===== config.mk =====
export PLATFORM = sky130hd
export DESIGN_NAME = ecc_err_logger
export DESIGN_NICKNAME = d
export VERILOG_FILES = /design/src/rtl/ecc_log_pkg.sv /design/src/rtl/ecc_log_status.sv /design/src/rtl/ecc_log_ctrl.sv /design/src/rtl/ecc_log_signal.sv /design/src/rtl/ecc_err_logger.sv
export SDC_FILE = /design/constraint.sdc
export NUM_CORES = 1
export LEC_CHECK = 0
export ABC_CLOCK_PERIOD_IN_PS = 3900
export BUFFER_PORTS_ARGS = -buffer_cell sky130_fd_sc_hd__buf_2
export CORE_MARGIN = 5
export CORE_UTILIZATION = 30
export CTS_BUF_LIST = sky130_fd_sc_hd__clkbuf_16
export DETAILED_ROUTE_END_ITERATION = 10
export PLACE_DENSITY = 0.73
export SETUP_SLACK_MARGIN = 0.3
export SLEW_MARGIN = 25
export SYNTH_ARGS = -nofsm -noshare
export SYNTH_HDL_FRONTEND = slang
export SYNTH_SLANG_ARGS = --single-unit

===== constraint.sdc =====
create_clock -name clk -period 3.9 [get_ports clk]
set_input_delay 0.585 -clock clk [delete_from_list [all_inputs] [get_ports clk]]
set_output_delay 0.585 -clock clk [all_outputs]
set_load 0.05 [all_outputs]

===== src/rtl/ecc_log_pkg.sv =====
package ecc_log_pkg;
  localparam int REG_W         = 32;
  localparam int SYN_W         = 8;
  localparam int PTR_W         = 19;
  localparam int CE_BIT        = 0;
  localparam int UE_BIT        = 1;
  localparam int NMI_EN_BIT    = 2;
  localparam int BERR_EN_BIT   = 3;
  localparam int SYN_LSB       = 4;
  localparam int PTR_LSB       = SYN_LSB + SYN_W;
  localparam int SCRUB_DIS_BIT = PTR_LSB + PTR_W;

  typedef struct packed {
    logic scrub_dis;
    logic berr_en;
    logic nmi_en;
  } log_ctrl_t;

  typedef struct packed {
    logic [PTR_W-1:0] ptr;
    logic [SYN_W-1:0] syn;
    logic             ue;
    logic             ce;
  } log_stat_t;
endpackage


===== src/rtl/ecc_log_status.sv =====
module ecc_log_status
  import ecc_log_pkg::*;
(
  input  logic             clk,
  input  logic             rst_n,
  input  logic             ecc_en,
  input  logic             ce_stb,
  input  logic             ue_stb,
  input  logic [PTR_W-1:0] addr_hi,
  input  logic [SYN_W-1:0] syn_in,
  input  logic             clr_req,
  output log_stat_t        stat_q
);
  log_stat_t stat_n;
  logic      logged;
  logic      take;
  logic      upd;

  always_comb begin
    logged = stat_q.ce | stat_q.ue;
    take   = ecc_en & (ce_stb | ue_stb) & ~logged & ~clr_req;
    upd    = clr_req | take;
    stat_n = stat_q;
    if (clr_req) begin
      stat_n.ce = 1'b0;
      stat_n.ue = 1'b0;
    end else if (take) begin
      stat_n.ue  = ue_stb;
      stat_n.ce  = ~ue_stb;
      stat_n.ptr = addr_hi;
      stat_n.syn = syn_in;
    end
  end

  always_ff @(posedge clk or negedge rst_n) begin
    if (!rst_n) begin
      stat_q <= '0;
    end else if (upd) begin
      stat_q <= stat_n;
    end
  end
endmodule


===== src/rtl/ecc_log_ctrl.sv =====
module ecc_log_ctrl
  import ecc_log_pkg::*;
(
  input  logic      clk,
  input  logic      rst_n,
  input  logic      wr_en,
  input  log_ctrl_t ctrl_in,
  output log_ctrl_t ctrl_q
);
  log_ctrl_t ctrl_n;

  always_comb begin
    ctrl_n = ctrl_q;
    if (wr_en) ctrl_n = ctrl_in;
  end

  always_ff @(posedge clk or negedge rst_n) begin
    if (!rst_n) begin
      ctrl_q <= '0;
    end else if (wr_en) begin
      ctrl_q <= ctrl_n;
    end
  end
endmodule


===== src/rtl/ecc_log_signal.sv =====
module ecc_log_signal
  import ecc_log_pkg::*;
#(
  parameter int CHK_W = 8
) (
  input  logic             clk,
  input  logic             rst_n,
  input  logic             ecc_en,
  input  logic             ce_stb,
  input  log_ctrl_t        ctrl,
  input  log_stat_t        stat,
  input  logic             force_zero,
  input  logic [CHK_W-1:0] chk_in,
  output logic [CHK_W-1:0] chk_out,
  output logic             nmi,
  output logic             berr,
  output logic             scrub
);
  logic scrub_n;

  always_comb begin
    scrub_n = ecc_en & ce_stb & ~ctrl.scrub_dis;
    nmi     = stat.ce & ctrl.nmi_en;
    berr    = stat.ue & ctrl.berr_en;
  end

  always_ff @(posedge clk or negedge rst_n) begin
    if (!rst_n) begin
      scrub <= 1'b0;
    end else begin
      scrub <= scrub_n;
    end
  end

  for (genvar i = 0; i < CHK_W; i++) begin : g_chk
    assign chk_out[i] = chk_in[i] & ~force_zero;
  end
endmodule


===== src/rtl/ecc_err_logger.sv =====
module ecc_err_logger
  import ecc_log_pkg::*;
#(
  parameter int ADDR_W = 31,
  parameter int CHK_W  = 8
) (
  input  logic              clk,
  input  logic              rst_n,
  input  logic              ecc_en,
  input  logic              force_zero,
  input  logic              ce_stb,
  input  logic              ue_stb,
  input  logic [ADDR_W-1:0] err_addr,
  input  logic [SYN_W-1:0]  err_syn,
  input  logic              reg_wr,
  input  logic [REG_W-1:0]  reg_wdata,
  output logic [REG_W-1:0]  reg_rdata,
  input  logic [CHK_W-1:0]  wr_chk_in,
  output logic [CHK_W-1:0]  wr_chk_out,
  output logic              nmi_req,
  output logic              bus_err,
  output logic              scrub_req
);
  localparam int ADDR_LSB = ADDR_W - PTR_W;

  log_stat_t stat;
  log_ctrl_t ctrl;
  log_ctrl_t ctrl_wr;
  logic      clr_req;
  logic      unused_addr;
  logic      unused_wdata;

  assign unused_addr  = ^err_addr[ADDR_LSB-1:0];
  assign unused_wdata = ^reg_wdata[SCRUB_DIS_BIT-1:SYN_LSB];

  assign clr_req = reg_wr & reg_wdata[CE_BIT] & reg_wdata[UE_BIT];

  assign ctrl_wr.scrub_dis = reg_wdata[SCRUB_DIS_BIT];
  assign ctrl_wr.berr_en   = reg_wdata[BERR_EN_BIT];
  assign ctrl_wr.nmi_en    = reg_wdata[NMI_EN_BIT];

  ecc_log_status u_status (
    .clk     (clk),
    .rst_n   (rst_n),
    .ecc_en  (ecc_en),
    .ce_stb  (ce_stb),
    .ue_stb  (ue_stb),
    .addr_hi (err_addr[ADDR_W-1:ADDR_LSB]),
    .syn_in  (err_syn),
    .clr_req (clr_req),
    .stat_q  (stat)
  );

  ecc_log_ctrl u_ctrl (
    .clk     (clk),
    .rst_n   (rst_n),
    .wr_en   (reg_wr),
    .ctrl_in (ctrl_wr),
    .ctrl_q  (ctrl)
  );

  ecc_log_signal #(.CHK_W(CHK_W)) u_signal (
    .clk        (clk),
    .rst_n      (rst_n),
    .ecc_en     (ecc_en),
    .ce_stb     (ce_stb),
    .ctrl       (ctrl),
    .stat       (stat),
    .force_zero (force_zero),
    .chk_in     (wr_chk_in),
    .chk_out    (wr_chk_out),
    .nmi        (nmi_req),
    .berr       (bus_err),
    .scrub      (scrub_req)
  );

  always_comb begin
    reg_rdata                                = '0;
    reg_rdata[CE_BIT]                        = stat.ce;
    reg_rdata[UE_BIT]                        = stat.ue;
    reg_rdata[NMI_EN_BIT]                    = ctrl.nmi_en;
    reg_rdata[BERR_EN_BIT]                   = ctrl.berr_en;
    reg_rdata[SYN_LSB +: SYN_W]              = stat.syn;
    reg_rdata[PTR_LSB +: PTR_W]              = stat.ptr;
    reg_rdata[SCRUB_DIS_BIT]                 = ctrl.scrub_dis;
  end
endmodule


==> results of run 1 <==
-- placed cells by master (no fill, tap or decap), types with 2 or more instances in the layout --
cell	Yosys	layout
buf_2	0	89
dfrtp_1	33	33
mux2_4	20	20
mux2_2	10	10
nor2b_1	8	8
clkbuf_16	0	5
nor2_1	2	2
and2_1	2	2
a31oi_1	2	2
clkinv_2	0	2
-- cell type report --
| type | instances | area [um^2] | share of cell area |
|---|---|---|---|
| clock buffer | 5 | 125 | 0.0606 |
| clock inverter | 3 | 13.8 | 0.00666 |
| multi-input combinational | 50 | 561 | 0.271 |
| sequential | 33 | 826 | 0.400 |
| tap | 54 | 67.6 | 0.0327 |
| timing repair buffer | 90 | 473 | 0.229 |
-- how the worst max path moves through the flow --
stage | to | slack, ps
floorplan | wr_chk_out[0] | 2020
global placement | u_status.stat_q[14] | 1680
detailed placement | u_status.stat_q[4] | 1880
CTS | u_status.stat_q[4] | 2160
global route | u_status.stat_q[4] | 2110
finish | nmi_req | 2190
-- worst reg2reg max path: stages, from the launching register on --
cell	delay [ps]
dfrtp_1	440
nor3b_4	250
o211ai_4	270
buf_16	260
mux2_4	310
-- cell families (layout without fill, tap and decap cells) --
group | count (synthesis) | after routing
AO/OA/AOI/OAI | 4 | 4
buffers and inverters | 2 | 98
flip-flops | 33 | 33
multiplexers | 30 | 30
AND/OR/NAND/NOR | 16 | 16
-- state kept, by name, indices dropped and copies added (netlist names) --
signal and count:
u_ctrl.ctrl_q 3, u_status.stat_q 29, u_signal.scrub 1
-- power by group through the flow --
stage / logic [uW] / registers [uW] / clock network, uW
3_3_place_gp: 972 / 559 / 0
3_5_place_dp: 985 / 565 / 0
2_1_floorplan: 242 / 1080 / 0
6_report: 976 / 561 / 359
4_1_cts: 988 / 561 / 374
5_1_grt: 1010 / 582 / 387
-- per-stage QoR --
step                      area, um^2  worst slack, ps  hold slack (ps)   util  power (uW)
after floorplan                 1410             2020              289      -        1320
after global routing            2070             2110              442  0.446        1980
after detailed placement        1930             1880              435  0.416        1550
after global placement          1900             1680              428  0.410        1530
final                           2070             2190              375  0.446        1900
after CTS                       2070             2160              392  0.446        1920
-- routing by layer --
layer,vias to the layer above,track usage,share of wire
met5,-,0,0
li1,491,-,-
met3,6,0.0424,0.078
met1,488,0.135,0.41
met2,42,0.182,0.50
met4,0,0.0472,0.016
==> impl_metrics.csv, run 1 <==
group,metric,value,unit
outcome,status,"complete, no violations",
grt,grt_pass1_vias,1088,
synthesis,synthSimpleGateAreaFrac,0.0755,
setup_path,ff2ff_setup_slack,2260,ps
cells_and_area,n_fill_cell,447,
timing,fin_setup_tns,0,ps
drt,vias_per_cell,4.37,
clock_network,htree_levels,2,
setup_path,worst-path-buf-inv,1,
synthesis,synth_compound_area_frac,0.0293,
clock_network,cts_buffers,5,
cells_and_area,final_cells,235,
synthesis,netlist_top_cells_area,"dfrtp_1 (59%), mux2_4 (21%), mux2_2 (8.0%)",
power_and_ir_drop,pwr-share-clk,0.189,
setup_path,worstPathRequired,3310,ps
synthesis,synth_top_area_frac,0.586,
clock_network,clockBufferDepth,2,
placed_design,dp_hpwl,2540,um
power_and_ir_drop,powerDensity,918,mW/mm^2
drt,ant_nets,0,
synthesis,synth_edf_count,0,
grt,overflow,0,
placed_design,finalWeightedCongestion,0.678,
drt,wl_per_cell,13.7,um
power_and_ir_drop,seqPwrFrac,0.296,
cells_and_area,diodes,0,
synthesis,syn_area,0.00141,mm^2
synthesis,synthesis.yosys.warnings,0,
synthesis,ys_ff_latch,33,
timing,drv_slew,0,
power_and_ir_drop,p_comb_frac,0.515,
setup_path,arrival,1120,ps
synthesis,synthMuxAreaShare,0.293,
power_and_ir_drop,p_int,1010,uW
clock_network,cts.sinks,33,
setup_path,reg2reg_to,"u_status.stat_q[4]",
floorplanning,die_h,78.5,um
setup_path,endpoint_kind,"primary output",
clock_network,cts_hold_buf,0,
synthesis,async_reset_ff_frac,1.00,
clock_network,post_cts_resized,0,
synthesis,synth_top_family_by_area,"multiplexers",
grt,grt.total_usage,0.113,
drt,drt_iter0_drc,16,
power_and_ir_drop,vdd_drop_max,0.000266,V
synthesis,synth_commonest_cells,"dfrtp_1 (33), mux2_4 (20), mux2_2 (10)",
setup_path,cp-start-kind,"flip-flop",
grt,grt_max_degree,34,
timing,rsz0062_at_grt,"no",
timing,fin_skew,3.11,ps
grt,grt_pass1_wl,5400,um
synthesis,yosysUniqueCellTypes,14,
grt,antenna_found_initial,0,
timing,worst_pin_slew,724,ps
synthesis,yosysMostFrequentCell,"dfrtp_1",
clock_network,clock_latency,270,ps
cells_and_area,fin_nets,266,
synthesis,synth_flop_cell,"dfrtp_1",
floorplanning,core_area,0.00463,mm^2
timing,fin_crit_sh,0.438,
clock_network,cts-root-buf,"clkbuf_16",
synthesis,syn_inst,85,
setup_path,rr_worst_depth,4,
setup_path,cp_slowest_cell,"dfrtp_1",
clock_network,cts.reportedPaths.clkPinSlew,50,ps
timing,finalHoldViolCount,0,
synthesis,synth_nets,171,
timing,slew_headroom,0.517,
synthesis,seq_area_frac_synth,0.586,
drt,dr.pass1.iters,4,
min_path,hp-class,"in2async",
power_and_ir_drop,netSwitchingFraction,0.465,
power_and_ir_drop,p_sw,882,uW
cells_and_area,syn_to_final_growth,46.6,%
setup_path,cp_slowest_stage_delay,450,ps
setup_path,timing.rr.start,"u_status.stat_q[1]",
setup_path,cp.depth,2,
power_and_ir_drop,leakagePower,0.00112,uW
placed_design,place_inst,227,
floorplanning,die_w,78.5,um
job,maxCapViolCount,0,
placed_design,io_buffers,89,
setup_path,crit_family,"flip-flops",
synthesis,yosys.area_share.xor_xnor,0,
cells_and_area,layout-drive-gt1-share,0.713,
setup_path,worstSetupPathType,"reg2out",
drt,wl,3220,um
floorplanning,row_count,25,
timing,final.min_clock_period,1710,ps
floorplanning,start_util,0.304,
synthesis,yosysTopAreaCell,"dfrtp_1",
setup_path,worstSetupStartpoint,"u_status.stat_q[0]",
timing,finalSetupViolations,0,
drt,drc,0,
drt,dr_total_vias,1027,
synthesis,avgSynthCellArea,16.6,um^2
synthesis,yosys.area_share.adder,0,
floorplanning,num_io_pins,129,
clock_network,post_cts_buffers,0,
clock_network,cts_tree,"done",
timing,fmax,586,MHz
setup_path,crit_fanout,5,
setup_path,path_cells,"and2_1 > buf_2",
floorplanning,fp.dieArea,0.00617,mm^2
(Power assumes the default switching activity.)
==> inputs of run 2 (changes only) <==
- ABC_CLOCK_PERIOD_IN_PS: 3900 -> 1400
- PLACE_DENSITY: 0.73 -> 0.76
- clock period: 3.9 -> 1.4 ns (I/O delays scaled with it)
==> run 2 against run 1 <==
Sequential power grew to 2.8 times the previous value. Wire length up 8.4%. Global-route usage barely moved. Critical path type is now reg2reg. Largest cell class unchanged.
==> impl_metrics.csv, run 2 (synthesized netlist as in run 1, its figures left out) <==
group,metric,value,unit
outcome,status,"complete, no violations",
cells_and_area,syn_to_final_growth,60.3,%
floorplanning,die_w,78.5,um
timing,final.min_clock_period,1380,ps
timing,slew_headroom,0.830,
timing,finalHoldViolCount,0,
job,maxCapViolCount,0,
placed_design,place_inst,232,
setup_path,endpoint_kind,"flip-flop",
setup_path,arrival,1530,ps
clock_network,post_cts_buffers,0,
cells_and_area,n_fill_cell,417,
cells_and_area,largest_reg_flops,29,
floorplanning,num_io_pins,129,
cells_and_area,layout-drive-gt1-share,0.786,
min_path,holdPathStages,2,
grt,antenna_found_initial,0,
cells_and_area,final_cells,241,
cells_and_area,layout_common_cells,"buf_2 (59), dfrtp_1 (29), mux2_4 (20)",
timing,finalSetupViolations,0,
clock_network,cts_tree,"done",
drt,dr.pass1.iters,4,
floorplanning,core_area,0.00463,mm^2
timing,fin_skew,2.29,ps
timing,setup_ws,20.4,ps
drt,wl_per_cell,14.5,um
power_and_ir_drop,finalPower,5550,uW
floorplanning,start_util,0.304,
drt,drt_iter0_drc,14,
power_and_ir_drop,leakagePower,0.00118,uW
placed_design,preCtsSetupSlack,15.2,ps
clock_network,clockBufferDepth,2,
setup_path,cp-start-kind,"flip-flop",
setup_path,rr_worst_depth,4,
floorplanning,fp.dieArea,0.00617,mm^2
setup_path,crit_fanout,17,
placed_design,dp_hpwl,2720,um
setup_path,reg2reg_to,"u_status.stat_q[20]",
setup_path,timing.rr.start,"u_status.stat_q[0]",
power_and_ir_drop,vdd_drop_max,0.00111,V
clock_network,clock_latency,270,ps
cells_and_area,regMostFlops,"u_status.stat_q",
placed_design,placed_cell_area,0.00201,mm^2
clock_network,cts.sinks,33,
drt,wl,3490,um
setup_path,worstSetupPathType,"reg2reg",
placed_design,io_buffers,89,
clock_network,cts_buffers,5,
drt,vias_per_cell,4.36,
timing,rsz0062_at_grt,"yes",
placed_design,finalWeightedCongestion,0.725,
cells_and_area,fin_area,0.00226,mm^2
grt,grt.total_usage,0.113,
cells_and_area,final_common_cell,"buf_2",
drt,dr_total_vias,1051,
floorplanning,die_h,78.5,um
timing,fin_setup_tns,0,ps
grt,grt_pass1_vias,1111,
clock_network,cts.reportedPaths.clkPinSlew,50,ps
drt,drc,0,
min_path,min_from,"reg_wdata[1]",
drt,ant_nets,0,
timing,fmax,725,MHz
cells_and_area,diodes,0,
timing,worst_pin_slew,257,ps
clock_network,cts-root-buf,"clkbuf_16",
grt,overflow,0,
setup_path,ff2ff_setup_slack,20,ps
min_path,hold_end,"u_status.stat_q[0]",
cells_and_area,fin_nets,272,
floorplanning,row_count,25,
clock_network,htree_levels,2,
power_and_ir_drop,powerDensity,2460,mW/mm^2
setup_path,worstPathRequired,1550,ps
grt,grt_pass1_wl,5420,um
timing,fin_crit_sh,0.985,
timing,drv_slew,0,
cells_and_area,reg.largest.list,"u_status.stat_q: 29 flops, u_ctrl.ctrl_q: 3 flops, u_signal.scrub: 1 flops",
grt,grt_max_degree,34,
min_path,hp-class,"in2reg",
-- run 2: cell types whose count changed in the layout (fill, tap and decap cells not counted), sizes merged --
cell,before,now
clkinv,2,3
buf,90,83
dlygate4sd3,0,1
inv,1,0
clkbuf,5,17
-- run 2: layer usage --
metal / global-route usage / vias up / routed length [um]
li1: - / 501 / -
met3: 0.0356 / 2 / 266
met4: 0.0420 / 0 / 21
met5: 0 / - / 0
met1: 0.131 / 496 / 1390
met2: 0.193 / 52 / 1820
-- run 2: area by class of cell --
type	count	area (um^2)	share of cell area
clock inverters	3	12.5	0.00554
flip-flops and latches	33	831	0.368
clock buffers	5	125	0.0554
repair buffers	96	639	0.283
well taps	54	67.6	0.0299
multi-input cells	50	583	0.258
-- run 2: where the power goes --
part | internal [uW] | leakage (uW) | switching (uW)
Sequential | 1360 | 0.000385 | 222
Clock | 640 | 0.0000687 | 346
Combinational | 1070 | 0.000728 | 1910
-- run 2: worst max path at each step --
| stage | startpoint | to | slack, ps | depth (start not counted) |
|---|---|---|---|---|
| 6_report | u_status.stat_q[0] | u_status.stat_q[20] | 20 | 4 |
| 5_1_grt | u_status.stat_q[0] | u_status.stat_q[20] | -20 | 4 |
| 4_1_cts | u_status.stat_q[0] | u_status.stat_q[20] | 4 | 4 |
| 3_5_place_dp | u_status.stat_q[0] | u_status.stat_q[20] | 20 | 4 |
| 3_3_place_gp | u_status.stat_q[0] | u_status.stat_q[16] | 40 | 4 |
| 2_1_floorplan | u_status.stat_q[0] | u_status.stat_q[16] | -120 | 4 |
-- run 2: critical path, stage by stage (launching register included) --
cell and delay, ps:
dfrtp_2 420, nor3b_4 220, o211ai_4 130, buf_12 180
mux2_4 300
-- run 2: timing repair --
action,in CTS,in global routing
endpoints found under the hold margin,33,0
pin swaps,0,0
setup endpoints to repair,42,49
gates resized for setup,17,23
hold buffers,1,0
-- run 2: through the flow --
stage                      util  hold WS [ps]
after floorplan               -         -85.6
after global placement    0.434           177
after detailed placement  0.434           182
after CTS                 0.476           143
after global routing      0.488           137
final                     0.488           145
==> inputs of run 3 (changes only) <==
- HOLD_SLACK_MARGIN: default -> 0.15
==> run 3 against run 2 <==
Cell area up 0.89%. Total power about the same. Register-to-register slack about the same. First-iteration DRC count down 7.1%. Die area unchanged. Critical path type unchanged. Critical endpoint unchanged. Largest cell class unchanged.
==> impl_metrics.csv, run 3 (synthesized netlist as in run 1, its figures left out) <==
group,metric,value,unit
outcome,status,"complete, no violations",
min_path,hp-class,"in2reg",
grt,met3_usage,0.0356,
grt,met1_usage,0.133,
clock_network,post_cts_buffers,0,
placed_design,io_buffers,89,
drt,dr_total_vias,1058,
placed_design,preCtsSetupSlack,15.2,ps
timing,finalSetupViolations,0,
setup_path,worstSetupPathType,"reg2reg",
setup_path,crit_fanout,17,
floorplanning,core_area,0.00463,mm^2
timing,slew_headroom,0.830,
cells_and_area,fin_nets,274,
power_and_ir_drop,leakagePower,0.00119,uW
timing,fin_setup_tns,0,ps
grt,grt.total_usage,0.113,
cells_and_area,final_common_cell,"buf_2",
grt,grt_use_met2,0.193,
floorplanning,die_w,78.5,um
clock_network,clockBufferDepth,2,
clock_network,htree_levels,2,
drt,drt_iter0_drc,13,
clock_network,cts.reportedPaths.clkPinSlew,50,ps
clock_network,cts_tree,"done",
drt,ant_nets,0,
placed_design,dp_hpwl,2720,um
drt,vias_per_cell,4.35,
placed_design,finalWeightedCongestion,0.725,
clock_network,cts-root-buf,"clkbuf_16",
floorplanning,start_util,0.304,
clock_network,cts_buffers,5,
drt,dr.pass1.iters,3,
cells_and_area,reg.largest.list,"u_status.stat_q: 29 flops, u_ctrl.ctrl_q: 3 flops, u_signal.scrub: 1 flops",
grt,grt_pass1_wl,5440,um
power_and_ir_drop,vdd_drop_max,0.00111,V
timing,setup_ws,20.4,ps
clock_network,clock_latency,270,ps
grt,grt_pass1_vias,1117,
cells_and_area,regMostFlops,"u_status.stat_q",
grt,antenna_found_initial,0,
floorplanning,fp.dieArea,0.00617,mm^2
setup_path,worstPathRequired,1550,ps
timing,fin_skew,2.29,ps
setup_path,endpoint_kind,"flip-flop",
floorplanning,die_h,78.5,um
cells_and_area,syn_to_final_growth,61.7,%
drt,wl_per_cell,14.4,um
drt,wl,3510,um
job,maxCapViolCount,0,
setup_path,cp-start-kind,"flip-flop",
cells_and_area,largest_reg_flops,29,
power_and_ir_drop,powerDensity,2440,mW/mm^2
grt,grt_max_degree,34,
timing,fin_crit_sh,0.985,
floorplanning,row_count,25,
grt,grt.busiest_layer,"met2",
setup_path,timing.rr.start,"u_status.stat_q[0]",
setup_path,arrival,1530,ps
timing,final.min_clock_period,1380,ps
setup_path,worstSetupStartpoint,"u_status.stat_q[0]",
grt,overflow,0,
cells_and_area,layout-drive-gt1-share,0.778,
timing,worst_pin_slew,257,ps
timing,rsz0062_at_grt,"yes",
cells_and_area,diodes,0,
floorplanning,num_io_pins,129,
min_path,min_from,"err_addr[12]",
timing,fmax,725,MHz
timing,drv_slew,0,
clock_network,cts.sinks,33,
cells_and_area,layout_common_cells,"buf_2 (59), dfrtp_1 (29), mux2_4 (20)",
timing,finalHoldViolCount,0,
drt,drc,0,
[run 3: changes by cell type in the layout (fill, tap and decap cells not counted), sizes merged]
cell and delta:
dlygate4sd3 +2
[run 3: critical path: stages (launching register included)]
cell and delay [ps]:
dfrtp_2 420, nor3b_4 220, o211ai_4 130, buf_12 180, mux2_4 300
[run 3: what timing repair did]
item	CTS	global route
gates cloned	0	0
hold buffers	3	0
hold endpoints to repair	34	0
setup endpoints to repair	42	49
gates resized for setup	17	23
[run 3: metal layers]
layer	vias up	routed length (um)
met5	-	0
met4	0	21
met3	2	266
met2	52	1820
met1	499	1400
li1	505	-
[run 3: path summary, 6_finish.rpt]
path | slack [ps] | end | depth (start not counted)
min in group asynchronous | 430 | u_status.stat_q[24] | 3
hold reg to reg | 480 | u_signal.scrub | 1
setup / recovery | 20 | u_status.stat_q[20] | 4
hold / removal | 170 | u_status.stat_q[10] | 2
setup reg to reg | 20 | u_status.stat_q[20] | 4
max in group asynchronous | 780 | u_status.stat_q[0] | 3
[run 3: per-stage QoR]
stage	std cells	total power [uW]	cell area (um^2)	hold slack (ps)	utilization
global placement	232	4320	2010	177	0.434
global route	243	5800	2280	162	0.492
floorplan	85	3680	1440	-85.6	-
detailed placement	232	4370	2010	182	0.434
CTS	243	5490	2220	165	0.480
finish	243	5550	2280	171	0.492
[run 3: where the power goes]
part | switching (uW) | total, uW | internal [uW]
combinational | 1910 | 2990 | 1070
clock | 346 | 986 | 640
sequential | 222 | 1580 | 1360
total | 2480 | 5550 | 3070
[run 3: final cells by class]
type	count	area, um^2
sequential	33	831
tap	54	67.6
multi-input combinational	50	583
timing repair buffer	98	659
fill	415	2350
clock inverter	3	12.5
clock buffer	5	125
